### config.mk
export PLATFORM = sky130hd
export DESIGN_NAME = strobe_byte_tx
export DESIGN_NICKNAME = d
export VERILOG_FILES = /design/src/rtl/strobe_tx_pkg.sv /design/src/rtl/stx_sync2.sv /design/src/rtl/stx_since.sv /design/src/rtl/stx_fifo.sv /design/src/rtl/strobe_byte_tx.sv
export SDC_FILE = /design/constraint.sdc
export NUM_CORES = 1
export LEC_CHECK = 0
export BUFFER_PORTS_ARGS = -buffer_cell sky130_fd_sc_hd__buf_2
export CAP_MARGIN = 20
export CORE_MARGIN = 10
export CORE_UTILIZATION = 45
export DETAILED_ROUTE_END_ITERATION = 8
export PLACE_DENSITY = 0.74
export SLEW_MARGIN = 20
export SYNTH_ARGS = -nofsm -noshare
export SYNTH_HDL_FRONTEND = slang
export SYNTH_SLANG_ARGS = --single-unit
### constraint.sdc
create_clock -name clk -period 2.72 [get_ports clk]
set_input_delay 0.544 -clock clk [delete_from_list [all_inputs] [get_ports clk]]
set_output_delay 0.544 -clock clk [all_outputs]
set_load 0.01 [all_outputs]
### src/rtl/strobe_tx_pkg.sv
package strobe_tx_pkg;

  typedef enum logic [2:0] {
    ST_IDLE,
    ST_SETUP,
    ST_STROBE,
    ST_WAIT_BUSY,
    ST_WAIT_FREE
  } tx_state_e;

  // Round a nanosecond interval up to whole clock cycles, never below one.
  function automatic int ns_to_cycles(input int ns, input int clk_ns);
    int c;
    c = (ns + clk_ns - 1) / clk_ns;
    return (c < 1) ? 1 : c;
  endfunction

  function automatic int max_of(input int a, input int b);
    return (a > b) ? a : b;
  endfunction

endpackage

### src/rtl/stx_sync2.sv
module stx_sync2 (
  input  logic clk,
  input  logic rst_n,
  input  logic d,
  output logic q
);
  logic meta;

  always_ff @(posedge clk) begin
    if (!rst_n) begin
      meta <= 1'b0;
      q    <= 1'b0;
    end else begin
      meta <= d;
      q    <= meta;
    end
  end
endmodule

### src/rtl/stx_since.sv
// Cycles elapsed since the last clear, saturating; reset leaves it saturated
// so that no interval gates the first byte.
module stx_since #(
  parameter int CW = 8
) (
  input  logic          clk,
  input  logic          rst_n,
  input  logic          clr,
  output logic [CW-1:0] cnt
);
  localparam logic [CW-1:0] SAT = '1;

  always_ff @(posedge clk) begin
    if (!rst_n)          cnt <= SAT;
    else if (clr)        cnt <= '0;
    else if (cnt != SAT) cnt <= cnt + 1'b1;
  end
endmodule

### src/rtl/stx_fifo.sv
module stx_fifo #(
  parameter int W     = 8,
  parameter int DEPTH = 4
) (
  input  logic         clk,
  input  logic         rst_n,
  input  logic         push,
  input  logic [W-1:0] wdata,
  input  logic         pop,
  output logic [W-1:0] head,
  output logic         empty,
  output logic         full
);
  localparam int AW = (DEPTH > 1) ? $clog2(DEPTH) : 1;
  localparam int NW = $clog2(DEPTH + 1);
  localparam logic [AW-1:0] LAST = AW'(DEPTH - 1);
  localparam logic [NW-1:0] FULLN = NW'(DEPTH);

  logic [W-1:0]  mem [DEPTH];
  logic [AW-1:0] wr_ptr, rd_ptr;
  logic [NW-1:0] fill;
  logic          do_push, do_pop;

  assign empty   = (fill == '0);
  assign full    = (fill == FULLN);
  assign do_push = push && !full;
  assign do_pop  = pop && !empty;
  assign head    = mem[rd_ptr];

  always_ff @(posedge clk) begin
    if (do_push) mem[wr_ptr] <= wdata;
  end

  always_ff @(posedge clk) begin
    if (!rst_n) begin
      wr_ptr <= '0;
      rd_ptr <= '0;
      fill   <= '0;
    end else begin
      if (do_push) wr_ptr <= (wr_ptr == LAST) ? '0 : wr_ptr + 1'b1;
      if (do_pop)  rd_ptr <= (rd_ptr == LAST) ? '0 : rd_ptr + 1'b1;
      case ({do_push, do_pop})
        2'b10:   fill <= fill + 1'b1;
        2'b01:   fill <= fill - 1'b1;
        default: fill <= fill;
      endcase
    end
  end
endmodule

### src/rtl/strobe_byte_tx.sv
module strobe_byte_tx
  import strobe_tx_pkg::*;
#(
  parameter int CLK_NS      = 10,
  parameter int T_SETUP_NS  = 600,
  parameter int T_STROBE_NS = 600,
  parameter int T_HOLD_NS   = 450,
  parameter int T_RECOV_NS  = 680,
  parameter int T_DCHG_NS   = 80,
  parameter int T_TMO_NS    = 2000,
  parameter int FIFO_DEPTH  = 4
) (
  input  logic       clk,
  input  logic       rst_n,
  input  logic       in_valid,
  output logic       in_ready,
  input  logic [7:0] in_data,
  output logic [7:0] pd,
  output logic       strobe_n,
  input  logic       busy,
  output logic       idle,
  output logic       timeout_err
);
  localparam int N_SETUP  = ns_to_cycles(T_SETUP_NS,  CLK_NS);
  localparam int N_STROBE = ns_to_cycles(T_STROBE_NS, CLK_NS);
  localparam int N_HOLD   = ns_to_cycles(T_HOLD_NS,   CLK_NS);
  localparam int N_RECOV  = ns_to_cycles(T_RECOV_NS,  CLK_NS);
  localparam int N_DCHG   = ns_to_cycles(T_DCHG_NS,   CLK_NS);
  localparam int N_TMO    = ns_to_cycles(T_TMO_NS,    CLK_NS);
  localparam int N_MAX    = max_of(max_of(max_of(N_SETUP, N_STROBE), max_of(N_HOLD, N_RECOV)),
                                   max_of(N_DCHG, N_TMO));
  localparam int CW       = $clog2(N_MAX + 1) + 1;

  // A counter value of N-1 sampled at an edge means N full cycles have elapsed.
  localparam logic [CW-1:0] L_SETUP  = CW'(N_SETUP  - 1);
  localparam logic [CW-1:0] L_STROBE = CW'(N_STROBE - 1);
  localparam logic [CW-1:0] L_HOLD   = CW'(N_HOLD   - 1);
  localparam logic [CW-1:0] L_RECOV  = CW'(N_RECOV  - 1);
  localparam logic [CW-1:0] L_DCHG   = CW'(N_DCHG   - 1);
  localparam logic [CW-1:0] L_TMO    = CW'(N_TMO    - 1);

  // Interval counters: 0 = time in state, 1 = since strobe release, 2 = since busy release
  localparam int NCNT = 3;

  tx_state_e     state, state_nx;
  logic          busy_s;
  logic [7:0]    head;
  logic          q_empty, q_full;
  logic          load, pop, tmo_hit;
  logic [NCNT-1:0] clr_v;
  logic [CW-1:0] cnt_v [NCNT];
  logic [CW-1:0] ph_cnt, off_cnt, rel_cnt;

  stx_sync2 u_busy_sync (
    .clk   (clk),
    .rst_n (rst_n),
    .d     (busy),
    .q     (busy_s)
  );

  stx_fifo #(.W(8), .DEPTH(FIFO_DEPTH)) u_queue (
    .clk   (clk),
    .rst_n (rst_n),
    .push  (in_valid && in_ready),
    .wdata (in_data),
    .pop   (pop),
    .head  (head),
    .empty (q_empty),
    .full  (q_full)
  );

  assign in_ready = !q_full;

  assign clr_v[0] = (state_nx != state);
  assign clr_v[1] = (state == ST_STROBE) && (state_nx == ST_WAIT_BUSY);
  assign clr_v[2] = pop;

  for (genvar i = 0; i < NCNT; i++) begin : g_since
    stx_since #(.CW(CW)) u_cnt (
      .clk   (clk),
      .rst_n (rst_n),
      .clr   (clr_v[i]),
      .cnt   (cnt_v[i])
    );
  end

  assign ph_cnt  = cnt_v[0];
  assign off_cnt = cnt_v[1];
  assign rel_cnt = cnt_v[2];

  always_comb begin
    state_nx = state;
    load     = 1'b0;
    pop      = 1'b0;
    tmo_hit  = 1'b0;
    unique case (state)
      ST_IDLE: begin
        if (!q_empty && rel_cnt >= L_DCHG && off_cnt >= L_HOLD) begin
          load     = 1'b1;
          state_nx = ST_SETUP;
        end
      end
      ST_SETUP: begin
        if (ph_cnt >= L_SETUP && rel_cnt >= L_RECOV) state_nx = ST_STROBE;
      end
      ST_STROBE: begin
        if (ph_cnt >= L_STROBE) state_nx = ST_WAIT_BUSY;
      end
      ST_WAIT_BUSY: begin
        if (busy_s) begin
          state_nx = ST_WAIT_FREE;
        end else if (ph_cnt >= L_TMO) begin
          tmo_hit  = 1'b1;
          state_nx = ST_IDLE;
        end
      end
      ST_WAIT_FREE: begin
        if (!busy_s) begin
          pop      = 1'b1;
          state_nx = ST_IDLE;
        end
      end
      default: state_nx = ST_IDLE;
    endcase
  end

  always_ff @(posedge clk) begin
    if (!rst_n) begin
      state       <= ST_IDLE;
      pd          <= '0;
      strobe_n    <= 1'b1;
      timeout_err <= 1'b0;
    end else begin
      state    <= state_nx;
      strobe_n <= (state_nx != ST_STROBE);
      if (load)    pd          <= head;
      if (tmo_hit) timeout_err <= 1'b1;
    end
  end

  assign idle = (state == ST_IDLE) && q_empty;

endmodule

==> out/metrics.csv, run 1 <==
stage,metric,value,unit
clocking,hold_buffers,0,
die,ios,24,
synth,ys_top_cells_by_count,"dfxtp_1, edfxtp_1, nand2_1, nor2_1, o21ai_0",
route,drcViolationCount,0,
grt,grt_max_degree,33,
setup_path,reg2reg_depth,9,
synth,synth_top_area_share,26.1,%
cells_and_area,antennaDiodeCount,0,
setup_path,crit_chain,"nor4b_2, nand2_1, inv_1, ha_1, inv_1, fa_1, xor2_1, or3_1, a21oi_1",
timing,setup_slack,412,ps
synth,synth.most_common_cell,dfxtp_1,
cells_and_area,nets,379,
placement,dpl_worst_slack,453,ps
power,p_leak,1.53,nW
grt,overflow,0,
setup_path,crit_required,3010,ps
clocking,cts_tree,built,
synth,ys_types,50,
setup_path,crit_top_cell,inv_1,
power,powerDensity,934,nW/µm²
timing,rsz0062_at_grt,false,
synth,yosysWarnings,0,
timing,drv_slew,0,
setup_path,reg2reg_from,state[2]$_SDFF_PN0_,
route,ant_nets,0,
timing,relSlewSlack,51.0,%
route,drt-pass1-iter-count,4,
route,wl_per_cell,15.5,µm
setup_path,regToRegEndpoint,u_queue.fill[2]$_SDFFE_PN0P_,
clocking,cts_made_buffers,9,
synth,synth_top_area_cell,dfxtp_1,
die,placementRows,33,
timing,setup_tns,0,ps
die,dieArea,12400,µm²
worst_hold_path,hold_class,input pin to flop,
outcome,outcome,"finished, final reports clean",
clocking,path_clk_slew,90,ps
job,drv_cap,0,
worst_hold_path,hold-path-cell-count,2,
grt,grt_pass1_wl,12.3,mm
clocking,clk-insertion-delay-late,360,ps
die,start_util,45.9,%
cells_and_area,final_util,51.1,%
setup_path,crit_path_max_fanout,10,
synth,syn_avg_cell_area,11.3,µm²
timing,worst_pin_slew,733,ps
timing,clock.fmax,433,MHz
die,die_w,111,µm
worst_hold_path,min_from,busy,
power,power.total,3.90,mW
setup_path,slowest_delay,460,ps
setup_path,critical-path-slowest-cell,dfxtp_1,
cells_and_area,stdcell_area,4180,µm²
setup_path,path_class,flop to flop,
placement,portBuffers,23,
die,die_h,111,µm
setup_path,ff2ff_setup_slack,410,ps
route,post_drt_via_cell_ratio,5.46,
timing,finalCritPeriodShare,84.9,%
placement,place_area,3950,µm²
synth,synthCells,332,
clocking,cts_sinks,81,
synth,ys_ff_latch,81,
synth,netlist_top_cells_area,"dfxtp_1, edfxtp_1, mux4_2",
placement,dpl.hpwl,5.00,mm
cells_and_area,area_delta_synth_final,11.3,%
clocking,clock_tree.root_cell,clkbuf_8,
clocking,postCtsSetupBuffers,0,
timing,min_period,2310,ps
timing,setup_viol,0,
setup_path,arrival,2600,ps
synth,synth-edff-count,32,
setup_path,endpoint_kind,flop,
grt,antenna_found_initial,0,
placement,gp_congestion,0.870,
timing,hold_violations,0,
synth,synthArstFlopShare,0,%
route,postRouteWirelength,7.17,mm
synth,synth_ff_type,dfxtp_1,
synth,syn_area,3760,µm²
clocking,clk_path_buf_depth,2,
synth,ys_seq_area_share,51.7,%
cells_and_area,drive_gt1_share,18.4,%
route,vias,2526,
grt,grt_use_total,11.9,%
clocking,cts-resized-gates,0,
setup_path,start_kind,flop,
die,core-area,8180,µm²
power,ir_drop,0.506,mV
route,drt-initial-drc-count,76,
timing,fin_skew,12.4,ps
worst_hold_path,hold_path_end,u_busy_sync.meta$_SDFF_PN0_,
grt,first_global_vias,2548,
clocking,clock_tree.htree_level_count,3,
synth,syn-num-nets,358,
==> through the flow <==
stage,hold slack (ps),instances
3_3_place_gp,466,447
2_1_floorplan,412,332
4_1_cts,372,463
3_5_place_dp,459,447
5_1_grt,383,463
6_report,386,463
==> layout by cell type, fill, tap and decap left out, types with 3 or more instances in the layout <==
cell      count
dfxtp_1      49
edfxtp_1     32
nand2_1      27
nor2_1       24
buf_2        23
o21ai_0      21
xor2_1       16
ha_1         13
mux2i_1      12
nand4_1      10
inv_1         9
nand3_1       9
o211ai_1      9
clkbuf_8      9
a21oi_1       8
mux4_2        8
xnor2_1       7
nor3_1        7
and3_1        6
or3_1         4
nand2b_1      4
nor2b_1       3
o21a_1        3
and2_1        3
mux2_2        3
inv_6         3
buf_4         3
==> routing by layer <==
layer | share of wire [%] | vias to the layer above | global-route usage [%]
li1 | - | 1247 | -
met1 | 46 | 1222 | 14.0
met2 | 48 | 42 | 20.1
met3 | 3.8 | 15 | 3.44
met4 | 1.9 | 0 | 4.71
met5 | 0 | - | 0
==> report_power, final <==
group | internal, mW | leakage [nW] | total [mW] | switching, mW
clock | 0.533 | 0.113 | 1.01 | 0.477
sequential | 1.48 | 0.699 | 1.73 | 0.245
combinational | 0.548 | 0.721 | 1.16 | 0.616
==> worst max path at each step <==
stage                                         endpoint           startpoint  cells past startpoint
final                     u_queue.fill[2]$_SDFFE_PN0P_  state[2]$_SDFF_PN0_                      9
after global routing      u_queue.fill[2]$_SDFFE_PN0P_  state[2]$_SDFF_PN0_                      9
after CTS                 u_queue.fill[2]$_SDFFE_PN0P_  state[2]$_SDFF_PN0_                      9
after detailed placement  u_queue.fill[2]$_SDFFE_PN0P_  state[2]$_SDFF_PN0_                      9
after global placement    u_queue.fill[2]$_SDFFE_PN0P_  state[2]$_SDFF_PN0_                      9
after floorplan           u_queue.fill[2]$_SDFFE_PN0P_  state[1]$_SDFF_PN0_                     10
==> layout make-up <==
| type | instances | area, µm² |
|---|---|---|
| repair buffers | 26 | 138 |
| flip-flops and latches | 81 | 1940 |
| well taps | 105 | 131 |
| fillers | 720 | 4000 |
| inverters | 10 | 37.5 |
| clock buffers | 9 | 124 |
| multi-input cells | 225 | 1700 |
| clock inverters | 7 | 105 |
==> worst max-delay path, delay by kind of cell (launching register included) <==
| family | cells | cell delay [ps] |
|---|---|---|
| fa+ha+maj | 2 | 560 |
| compound gates | 1 | 140 |
| buf+inv | 2 | 160 |
| simple gates | 3 | 760 |
| xor+xnor | 1 | 160 |
| flops | 1 | 460 |
==> registers in the layout (all words and copies together), names as in the netlist <==
| name | flops |
|---|---|
| state | 3 |
| timeout_err | 1 |
| u_queue.mem | 32 |
| u_busy_sync.q | 1 |
| u_queue.rd_ptr | 2 |
| u_busy_sync.meta | 1 |
| u_queue.wr_ptr | 2 |
| g_since.u_cnt.cnt | 27 |
| u_queue.fill | 3 |
| strobe_n | 1 |
| pd | 8 |
==> cells by family (layout without fill, tap and decap cells) <==
logic type / count (synthesis) / count (layout) / synth area share [%]
xor gates and xnor gates: 23 / 23 / 5.36
buffers and inverters: 26 / 52 / 3.26
and+or+nand+nor: 109 / 109 / 14.8
DFF: 81 / 81 / 51.7
adders and majority gates: 14 / 14 / 4.86
muxes: 23 / 23 / 8.89
AOI/OAI and AO/OA: 56 / 56 / 11.2
No activity file was read; power rests on OpenSTA's default activity.
==> run 2, diff against run 1 <==
- PLACE_DENSITY: 0.74 -> 0.76
- clock period: 2.72 -> 1.98 ns (I/O delays scaled with it)
==> run 2 against run 1 <==
  * The flow now finishes with violations (negative setup slack)
  * Via count grew 9.9%
  * Utilization grew 4.7 points
  * Sequential share of layout area shrank 3.8 points
  * Critical path type unchanged
  * Critical endpoint unchanged
  * Largest cell class unchanged
==> out/metrics.csv, run 2 (synthesized netlist as in run 1, its figures left out) <==
stage,metric,value,unit
timing,fin_skew,13.6,ps
clocking,path_clk_slew,100,ps
grt,first_global_vias,2755,
clocking,cts_sinks,81,
cells_and_area,fill_cells,680,
die,die_h,111,µm
die,ios,24,
cells_and_area,antennaDiodeCount,0,
power,power.total,5.60,mW
die,placementRows,33,
worst_hold_path,min_from,in_data[0],
power,p_leak,1.71,nW
grt,grt_use_total,12.3,%
timing,hold_violations,0,
timing,setup_tns,-31.8,ps
route,drt-pass1-iter-count,4,
setup_path,reg2reg_depth,9,
timing,clock.fmax,497,MHz
timing,setup_viol,1,
worst_hold_path,hold-path-cell-count,1,
clocking,cts_tree,built,
worst_hold_path,hold_class,input pin to flop,
power,powerDensity,1230,nW/µm²
timing,drv_slew,0,
cells_and_area,stdcell_area,4560,µm²
route,vias,2777,
grt,antenna_found_initial,0,
outcome,violations,negative setup slack,
setup_path,endpoint_kind,flop,
setup_path,path_class,flop to flop,
timing,worst_pin_slew,489,ps
setup_path,reg2reg_from,u_busy_sync.q$_SDFF_PN0_,
clocking,clock_tree.htree_level_count,3,
cells_and_area,nets,417,
route,drt-initial-drc-count,139,
cells_and_area,largest_reg_flops,32,
job,drv_cap,0,
die,start_util,45.9,%
grt,grt_pass1_wl,12.7,mm
setup_path,start_kind,flop,
setup_path,crit_path_max_fanout,2,
setup_path,critical-path-slowest-cell,dfxtp_2,
setup_path,crit_chain,"nor4b_4, nand2_1, inv_2, ha_4, inv_2, fa_2, xor2_1, or3_1, a21oi_1",
placement,dp_cells,474,
cells_and_area,area_delta_synth_final,21.5,%
cells_and_area,final_common_cell,dfxtp_1,
die,dieArea,12400,µm²
clocking,clk_path_buf_depth,2,
cells_and_area,largest_registers,"u_queue.mem (32), g_since.u_cnt.cnt (27), pd (8)",
power,ir_drop,0.668,mV
outcome,outcome,"finished, violations left",
worst_hold_path,hold_path_end,u_queue.mem[2][0]$_DFFE_PP_,
timing,min_period,2010,ps
clocking,clock_tree.root_cell,clkbuf_8,
route,wl_per_cell,15.6,µm
placement,place_area,4170,µm²
clocking,clk-insertion-delay-late,370,ps
setup_path,ff2ff_setup_slack,-30,ps
die,core-area,8180,µm²
setup_path,slowest_delay,340,ps
grt,grt_max_degree,18,
cells_and_area,mostFrequentLayoutCells,"dfxtp_1, buf_4, edfxtp_1, nand2_1",
cells_and_area,fin_cells,501,
clocking,cts_made_buffers,9,
grt,overflow,0,
placement,gp_congestion,0.840,
timing,relSlewSlack,67.2,%
setup_path,crit_top_cell,inv_2,
route,postRouteWirelength,7.84,mm
cells_and_area,drive_gt1_share,31.1,%
route,drcViolationCount,0,
setup_path,regToRegEndpoint,u_queue.fill[2]$_SDFFE_PN0P_,
die,die_w,111,µm
route,ant_nets,0,
timing,setup_slack,-31.8,ps
placement,dpl.hpwl,5.32,mm
timing,rsz0062_at_grt,true,
placement,portBuffers,23,
timing,finalCritPeriodShare,102,%
setup_path,crit_required,2270,ps
route,post_drt_via_cell_ratio,5.54,
setup_path,arrival,2300,ps
cells_and_area,largest-register,u_queue.mem,
[run 2: per-layer routing]
metal / vias to the layer above / track usage (%) / part of all wire, %
li1: 1328 / - / -
met1: 1372 / 13.9 / 44
met2: 66 / 20.8 / 50
met3: 11 / 3.97 / 4.7
met4: 0 / 4.97 / 1.3
met5: - / 0 / 0
[run 2: worst max path at each step]
| stage | slack [ps] | depth (start not counted) | start | end |
|---|---|---|---|---|
| floorplan | -210 | 10 | state[0]$_SDFF_PN0_ | u_queue.fill[2]$_SDFFE_PN0P_ |
| finish | -30 | 9 | u_busy_sync.q$_SDFF_PN0_ | u_queue.fill[2]$_SDFFE_PN0P_ |
| global route | -150 | 9 | u_busy_sync.q$_SDFF_PN0_ | u_queue.fill[2]$_SDFFE_PN0P_ |
| detailed placement | -50 | 9 | u_busy_sync.q$_SDFF_PN0_ | u_queue.fill[2]$_SDFFE_PN0P_ |
| global placement | 1 | 9 | u_busy_sync.q$_SDFF_PN0_ | u_queue.fill[2]$_SDFFE_PN0P_ |
| CTS | -50 | 9 | state[1]$_SDFF_PN0_ | u_queue.fill[2]$_SDFFE_PN0P_ |
[run 2: where the power goes]
| group | internal, mW | leakage, nW | switching, mW |
|---|---|---|---|
| sequential | 2.04 | 0.700 | 0.295 |
| clock | 0.606 | 0.103 | 0.685 |
| combinational | 0.971 | 0.910 | 1.01 |
[run 2: final cells by class]
cell class,instances,area (µm²),area share [%]
multi-input cells,225,1790,39.3
inverters,10,37.5,0.823
flip-flops and latches,81,1950,42.7
well taps,105,131,2.88
clock buffers,9,124,2.71
repair buffers,64,439,9.62
clock inverters,7,88.8,1.95
[run 2: stage by stage]
step / setup WS (ps) / hold slack (ps) / util (%)
2_1_floorplan: -209 / 412 / -
3_3_place_gp: 1.48 / 460 / 51.1
3_5_place_dp: -53.1 / 458 / 51.1
4_1_cts: -49.4 / 230 / 54.8
5_1_grt: -148 / 229 / 55.8
6_report: -31.8 / 234 / 55.8
[run 2: timing repair]
action	4_1_cts	5_1_grt
gates resized for setup	7	16
endpoints found under the setup margin	3	15
pin swaps	4	9
endpoints found under the hold margin	0	0
hold buffers	0	0
buffers inserted	9	4
[run 2: critical path: cells and delay by family (launching register included)]
kind | cells | cell delay, ps
AO/OA/AOI/OAI | 1 | 120
flip-flops | 1 | 340
AND/OR/NAND/NOR | 3 | 720
buffers and inverters | 2 | 130
adder cells (fa/ha/maj) | 2 | 460
XOR/XNOR | 1 | 160
